### src/rtl/env_pkg.sv
package env_pkg;

    typedef enum logic [1:0] {
        ENV_OFF  = 2'd0,
        ENV_RUN  = 2'd1,
        ENV_HALT = 2'd2
    } env_state_e;

endpackage

### src/rtl/env_pace_cnt.sv
// Counts accepted ticks and flags the tick on which a volume step is due.
module env_pace_cnt #(
    parameter int PACE_W = 3
) (
    input  logic              clk,
    input  logic              rst,
    input  logic              clear_i,
    input  logic              adv_i,
    input  logic [PACE_W-1:0] pace_i,
    output logic              due_o
);
    localparam int CNT_W = PACE_W + 1;

    logic [PACE_W-1:0] cnt_q;
    logic [CNT_W-1:0]  inc;
    logic              pace_nz;

    always_comb begin
        inc     = CNT_W'(cnt_q) + CNT_W'(1);
        pace_nz = (pace_i != '0);
        due_o   = adv_i && pace_nz && (inc >= CNT_W'(pace_i));
    end

    always_ff @(posedge clk) begin
        if (rst || clear_i) begin
            cnt_q <= '0;
        end else if (adv_i && pace_nz) begin
            if (due_o) begin
                cnt_q <= '0;
            end else begin
                cnt_q <= inc[PACE_W-1:0];
            end
        end
    end

endmodule

### src/rtl/env_vol_sat.sv
// One saturating step of the volume and detection of the range ends.
module env_vol_sat #(
    parameter int VOL_W = 4
) (
    input  logic [VOL_W-1:0] vol_i,
    input  logic             up_i,
    output logic [VOL_W-1:0] vol_o,
    output logic             at_end_o
);
    localparam logic [VOL_W-1:0] VMAX = {VOL_W{1'b1}};

    always_comb begin
        if (up_i) begin
            vol_o = (vol_i == VMAX) ? VMAX : vol_i + VOL_W'(1);
        end else begin
            vol_o = (vol_i == '0) ? '0 : vol_i - VOL_W'(1);
        end
        at_end_o = (vol_o == '0) || (vol_o == VMAX);
    end

endmodule

### src/rtl/vol_env_top.sv
module vol_env_top #(
    parameter int VOL_W  = 4,
    parameter int PACE_W = 3
) (
    input  logic              clk,
    input  logic              rst,
    input  logic              trig_i,
    input  logic [VOL_W-1:0]  init_vol_i,
    input  logic              dir_up_i,
    input  logic [PACE_W-1:0] pace_i,
    input  logic              chan_en_i,
    input  logic              tick_i,
    output logic [VOL_W-1:0]  vol_o
);
    import env_pkg::*;

    env_state_e       state_q, state_d;
    logic             accept;
    logic             due;
    logic [VOL_W-1:0] vol_q, vol_step;
    logic             step_end;
    logic             run;

    assign run    = (state_q == ENV_RUN);
    assign accept = run && chan_en_i && tick_i && !trig_i;

    env_pace_cnt #(.PACE_W(PACE_W)) u_cnt (
        .clk     (clk),
        .rst     (rst),
        .clear_i (trig_i),
        .adv_i   (accept),
        .pace_i  (pace_i),
        .due_o   (due)
    );

    env_vol_sat #(.VOL_W(VOL_W)) u_sat (
        .vol_i    (vol_q),
        .up_i     (dir_up_i),
        .vol_o    (vol_step),
        .at_end_o (step_end)
    );

    // next state
    always_comb begin
        state_d = state_q;
        if (trig_i) begin
            state_d = (pace_i != '0) ? ENV_RUN : ENV_OFF;    // ARM / PARK
        end else begin
            unique case (state_q)
                ENV_OFF:  state_d = ENV_OFF;
                ENV_RUN:  state_d = (due && step_end) ? ENV_HALT : ENV_RUN; // LIMIT
                ENV_HALT: state_d = ENV_HALT;
                default:  state_d = ENV_OFF;
            endcase
        end
    end

    // state register
    always_ff @(posedge clk) begin
        if (rst) begin
            state_q <= ENV_OFF;
        end else begin
            state_q <= state_d;
        end
    end

    // output register
    always_ff @(posedge clk) begin
        if (rst) begin
            vol_q <= '0;
        end else if (trig_i) begin
            vol_q <= init_vol_i;
        end else if (due) begin
            vol_q <= vol_step;
        end
    end

    assign vol_o = vol_q;

endmodule

### config.mk
export PLATFORM = sky130hd
export DESIGN_NAME = vol_env_top
export DESIGN_NICKNAME = d
export VERILOG_FILES = /design/src/rtl/env_pkg.sv /design/src/rtl/env_pace_cnt.sv /design/src/rtl/env_vol_sat.sv /design/src/rtl/vol_env_top.sv
export SDC_FILE = /design/constraint.sdc
export NUM_CORES = 1
export LEC_CHECK = 0
export ABC_CLOCK_PERIOD_IN_PS = 2200
export BUFFER_PORTS_ARGS = -buffer_cell sky130_fd_sc_hd__buf_4
export CAP_MARGIN = 10
export CELL_PAD_IN_SITES_DETAIL_PLACEMENT = 1
export CELL_PAD_IN_SITES_GLOBAL_PLACEMENT = 1
export CORE_MARGIN = 2
export CORE_UTILIZATION = 32
export CTS_BUF_LIST = sky130_fd_sc_hd__clkbuf_8
export DETAILED_ROUTE_END_ITERATION = 12
export GPL_TIMING_DRIVEN = 0
export MAX_ROUTING_LAYER = met4
export PLACE_DENSITY_LB_ADDON = 0.3
export SYNTH_ARGS = -nofsm -noshare
export SYNTH_HDL_FRONTEND = slang
export SYNTH_SLANG_ARGS = --single-unit
### constraint.sdc
create_clock -name clk -period 2.2 [get_ports clk]
set_clock_uncertainty 0.2 [all_clocks]
set_input_delay 0.11 -clock clk [delete_from_list [all_inputs] [get_ports clk]]
set_output_delay 0.11 -clock clk [all_outputs]
set_load 0.05 [all_outputs]
==> After elaboration in Yosys (flattened, before gate mapping) <==
Cells that the tools add are included.
{ "totals": {"regBits": 9, "word_cells": 34} }
{ "classes": {"add_sub_neg": 3, "n_lt_le_gt_ge": 1, "n_eq_ne": 4, "muxes": 10, "reduce_logical": 13} }
{ "ops": {"columns": ["operator", "count"], "rows": [
  ["4-bit 2-to-1 mux", 5],
  ["4-bit equality test, second input constant", 2],
  ["4-bit logical NOT", 2],
  ["1-bit logical AND", 6],
  ["3-bit by 1-bit adder with 4-bit output, second input constant", 1],
  ["4-bit by 1-bit adder with 4-bit output, second input constant", 1],
  ["4-bit by 3-bit >= comparator with 1-bit output", 1],
  ["2-bit 2-to-1 mux", 2],
  ["2-bit case mux with 2 select lines", 1],
  ["4-bit by 1-bit subtractor with 4-bit output, second input constant", 1],
  ["3-bit 2-to-1 mux", 1],
  ["3-bit nonzero test", 1],
  ["2-bit by 1-bit equality test with 1-bit output, second input constant", 1],
  ["2-bit equality test, second input constant", 1],
  ["1-bit logical OR", 2],
  ["2-bit nonzero test", 1],
  ["1-bit logical NOT", 1],
  ["1-bit 2-to-1 mux", 1]
]} }

==> Longest topological paths before layout <==
{ "depth": {"depth_word": 10, "ltp_mapped": 9} }

==> Hierarchy <==
Synthesis repeated with hierarchy kept, for this count alone.
{ "unflattened": {"hier_cells": 90, "area_unflattened_um2": 794.5} }
{ "by_module_without_submodules": {"columns": ["mod", "n_inst", "cells_per_inst", "area_each_um2"], "rows": [
  ["vol_env_top", 1, 31, 315.3],
  ["env_pace_cnt", 1, 30, 254.0],
  ["env_vol_sat", 1, 29, 225.2]
]} }

==> Least setup slack after synthesis <==
Ideal clock, no wire load.
{ "synth_timing": {"path_type": "flip-flop to flip-flop", "from": "reg vol_q[0] (netlist: vol_o[0])", "to": "reg state_q[0]", "setup_ns": 0.132, "t_arrival_ns": 2.334, "required_ns": 1.868, "slack_ns": -0.466, "stages_incl_launch_ff": 9, "period_less_slack_ns": 2.666, "cell_sequence": "dfxtp_1 -> inv_1 -> ha_1 -> mux2i_1 -> nor2_1 -> a221o_1 -> or4_1 -> a21boi_2 -> a211oi_1"} }
{ "synth_between": {"elab_chain_cells": 9, "word_cells_on_any_way": 14, "classes_between": "add/sub: 2; eq/ne: 2; mux: 6; reduce/logical: 4"} }
{ "synth_lines": {"columns": ["element", "line_no", "text"], "rows": [
  ["start: declaration", "vol_env_top.sv:20", "logic [VOL_W-1:0] vol_q, vol_step;"],
  ["start signal: assignment", "vol_env_top.sv:72", "vol_q <= init_vol_i;"],
  ["start signal: assignment", "vol_env_top.sv:74", "vol_q <= vol_step;"],
  ["4-bit by 1-bit subtractor with 4-bit output (tied with other cells)", "env_vol_sat.sv:16", "vol_o = (vol_i == '0) ? '0 : vol_i - VOL_W'(1);"],
  ["4-bit 2-to-1 mux, on equally long branches", "env_vol_sat.sv:16, env_vol_sat.sv:14", null],
  ["4-bit 2-to-1 mux (*)", "env_vol_sat.sv:13", "if (up_i) begin"],
  ["4-bit equality test or 4-bit logical NOT (tied branches)", "env_vol_sat.sv:18", "at_end_o = (vol_o == '0) || (vol_o == VMAX);"],
  ["1-bit logical OR (*)", "env_vol_sat.sv:18", null],
  ["1-bit logical AND (*)", "vol_env_top.sv:51", "ENV_RUN: state_d = (due && step_end) ? ENV_HALT : ENV_RUN;"],
  ["2-bit 2-to-1 mux (*)", "vol_env_top.sv:51", null],
  ["2-bit case mux with 2 select lines (*)", "vol_env_top.sv:49", "unique case (state_q)"],
  ["2-bit 2-to-1 mux (*)", "vol_env_top.sv:46", "if (trig_i) begin"],
  ["end signal: assignment", "vol_env_top.sv:63", "state_q <= state_d;"],
  ["end: declaration", "vol_env_top.sv:17", "env_state_e state_q, state_d;"]
]} }
Every way passes the cells marked *; elsewhere a longest branch is shown, timed or not.
A chain may end at the register's enable or synchronous reset.

==> Worst setup path after layout <==
{ "layout_timing": {"from": "reg u_cnt.cnt_q[0]", "to": "reg state_q[0]"} }
{ "layout_between": {"elab_chain_cells": 7} }
{ "layout_lines": {"columns": ["element", "line_no", "text"], "rows": [
  ["start: declaration", "env_pace_cnt.sv:14", "logic [PACE_W-1:0] cnt_q;"],
  ["start signal: assignment", "env_pace_cnt.sv:31", "cnt_q <= inc[PACE_W-1:0];"],
  ["3-bit by 1-bit adder with 4-bit output", "env_pace_cnt.sv:19", "inc = CNT_W'(cnt_q) + CNT_W'(1);"],
  ["4-bit by 3-bit >= comparator with 1-bit output", "env_pace_cnt.sv:21", "due_o = adv_i && pace_nz && (inc >= CNT_W'(pace_i));"],
  ["1-bit logical AND", "env_pace_cnt.sv:21", null],
  ["1-bit logical AND", "vol_env_top.sv:51", null],
  ["2-bit 2-to-1 mux", "vol_env_top.sv:51", null],
  ["2-bit case mux with 2 select lines", "vol_env_top.sv:49", null],
  ["2-bit 2-to-1 mux", "vol_env_top.sv:46", null]
]} }
No other way between the ends.

==> impl_results.md <==
* Vias post-DR at 796
* Synth Net Count at 117
* Port Buf Inserts at 15
* WP buf/inv at 0
* CP endpoint: state_q[0]
* Most frequent cells in the layout: 20 x buf_4, 7 x inv_1, 7 x nand2_1, 7 x a21oi_1, 7 x ha_1
* FF-to-FF End: state_q[0]
* Slowest cell on the critical path: dfxtp_2
* Yosys top cell area share at 0.242
* Critical Path RT at 2.15 ns
* Placed Cells at between 100 and 150
* First-pass detailed-route iteration total at 4
* Status: complete, no violations
* Internal at 0.356 mW
* Hold WS at 0.0269 ns
* Part of the power in registers at 0.342
* Skew-Pair Late Insertion Delay at about 0.24 ns
* Area Growth Syn to Fin at 44.7%
* Max-cap violations at 0
* Worst-path clk slew at 0.05 ns
* Sw Share at 0.302
* Share of cells above drive strength 1 at 0.388
* R2R depth at 7
* CTS tree: done
* Setup slack after layout at 0.0647 ns
* Die W at 52.2 µm
* Place WS at -0.161 ns
* Total gr overflow at 0
* Post-Synthesis Cells at 95
* Min Tclk post-route at 2.14 ns
* Family with the most delay on the worst path: compound AO/OA/AOI/OAI gates
* Crit path max fanout at 6
* Synthesized flop and latch total at 9
* Leakage at 0.458 nW
* Post-route DRC at 0
* DP HPWL at 1.43 mm
* Hold crit path type: input pin to flip-flop
* CTS Buf Count at 3
* Initial DRC count at 1
* Final period util at 0.971
* Power, Total at 0.511 mW
* Mapped Area at 744 µm²
* Clock Power Share at 0.383
* Initial antenna violation count at 0
* Final slew viol count at 0
* Crit. Startpoint: u_cnt.cnt_q[0]
* Most common cell after layout, fill and taps aside: buf_4
* Die area at 0.00273 mm²
* Die Height at 52.2 µm
* Worst setup EP type: flip-flop
* Comb pwr share at 0.275
* Routed Antenna Nets at 0
* Count of final setup violators at 0
* First-pass GRT wire length at 3.53 mm
* Levels on crit path at 7
* Gpl congestion at 0.700
* Max Clk Rate at 468 MHz
* Most used cell, CP: ha_1
* Max stage delay on crit path at approximately 0.34 ns
* Largest net degree at the start of global routing at 11
* FF-to-FF setup slack at 0.06 ns
* RR Startpoint: u_cnt.cnt_q[0]
* Final wirelength at 2.15 mm
* P_sw at 0.154 mW
* Drt via density at about 5.3
* Slew @ Worst Pin at around 0.47 ns
* Core footprint at 0.00221 mm²
* Crit start category: flip-flop
* Crit Path Category: flip-flop to flip-flop
* H-tree depth at 1
* Cell variety after synth at 37
* Fin nets at 144
* Critical path data arrival time at 2.09 ns
* Final hold vios at 0
* CTS Root Cell: clkbuf_8
* Total clock sinks at 9
* Total track usage at 0.184
* # IOs at 17
* Initial core utilization at 0.337
* Mean post-synth cell area at ~7.8 µm²
* Max VDD drop at ~0.27 mV
* Row Count at 17
* Final core occ at 0.487
* Vias in the first global route at 841
* Clock Tree Buf Depth at 2
* N_diodes at 0
* PD cells at 474 mW/mm²
* Post-synthesis sequential area ratio at 0.242
* Largest area contributor in the netlist: dfxtp_1
* YS warnings at 0
* Crit-path cells: ha_1 -> ha_1 -> a21oi_2 -> o21ai_2 -> and2_2 -> a21boi_2 -> a211oi_1
* Slew headroom at 0.684
* Synth area leaders: dfxtp_1 24%, ha_1 15%, a21oi_1 6.1%
* Final cell count without fillers at 149
* DR WL/cell at roughly 14 µm
worst register-to-register path, cell delays in order, from the launching register on:
cell	delay (ns)
dfxtp_2	0.34
ha_1	0.32
ha_1	0.29
a21oi_2	0.18
o21ai_2	0.10
and2_2	0.24
a21boi_2	0.17
a211oi_1	0.20
what timing repair did:
action,in CTS,in global routing
hold endpoints to repair,4,0
pin swaps,3,0
setup buffers,4,0
setup endpoints to repair,6,8
gates resized for setup,4,11
hold buffers,4,0
power groups by stage:
stage / sequential [mW] / combinational (mW) / clock, mW
6_report: 0.175 / 0.140 / 0.196
5_1_grt: 0.175 / 0.154 / 0.206
4_1_cts: 0.175 / 0.133 / 0.201
3_5_place_dp: 0.179 / 0.113 / 0
3_3_place_gp: 0.179 / 0.111 / 0
2_1_floorplan: 0.192 / 0.0612 / 0
cells by family after synthesis:
| family | share of synthesized area |
|---|---|
| compound gates | 0.271 |
| flops | 0.242 |
| mux | 0.0420 |
| simple gates | 0.195 |
| xor+xnor | 0.0118 |
| buf+inv | 0.0874 |
| fa+ha+maj | 0.151 |
cells in the mapped netlist, drive strengths merged:
| library cell | instances |
|---|---|
| mux2 | 1 |
| buf | 4 |
| nor2 | 2 |
| nor3b | 1 |
| or4 | 1 |
| a21oi | 9 |
| nor4 | 1 |
| clkbuf | 2 |
| a31oi | 1 |
| o21ai | 6 |
| nor2b | 1 |
| a32oi | 1 |
| o31ai | 1 |
| o21bai | 1 |
| o211ai | 1 |
| inv | 8 |
| nand4 | 2 |
| nor3 | 6 |
| a21boi | 1 |
| and2 | 1 |
| nand2 | 8 |
| a21o | 2 |
| a221o | 1 |
| ha | 9 |
| xor2 | 1 |
| mux2i | 2 |
| a211oi | 1 |
| dfxtp | 9 |
| o21a | 1 |
| a22oi | 5 |
| nand2b | 3 |
| nand3 | 2 |
flip-flops by register name, indices dropped and copies added (netlist names):
name,count
state_q,2
u_cnt.cnt_q,3
vol_o,4
cell type report:
class,instances,area [µm²]
Inverter,8,35.0
Clock buffer,3,41.3
Fill cell,278,1130
Tap cell,28,35.0
Clock inverter,1,3.75
Buffer,5,31.3
Multi-Input combinational cell,72,557
Sequential cell,9,191
Timing Repair Buffer,23,183
layer usage:
| metal | global-route usage | wire length [µm] | vias to the layer above |
|---|---|---|---|
| li1 | - | - | 400 |
| met1 | 0.182 | 866 | 380 |
| met2 | 0.344 | 1180 | 11 |
| met3 | 0.0257 | 53 | 5 |
| met4 | 0.103 | 51 | 0 |
| met5 | - | 0 | - |
worst min-delay path by stage:
stage	from	endpoint	cells past startpoint	slack, ns
floorplan	init_vol_i[0]	vol_o[0]	2	0.11
finish	init_vol_i[3]	vol_o[3]	3	0.03
global route	init_vol_i[3]	vol_o[3]	3	0.08
detailed placement	init_vol_i[0]	vol_o[0]	3	0.22
global placement	init_vol_i[1]	vol_o[1]	3	0.21
CTS	init_vol_i[3]	vol_o[3]	3	0.03
per-stage QoR:
stage | TNS (ns) | instance area [µm²]
2_1_floorplan | 0 | 769
3_3_place_gp | -0.185 | 917
3_5_place_dp | -0.512 | 917
4_1_cts | 0 | 1040
5_1_grt | -0.000796 | 1080
6_report | 0 | 1080
(Power assumes the default switching activity.)
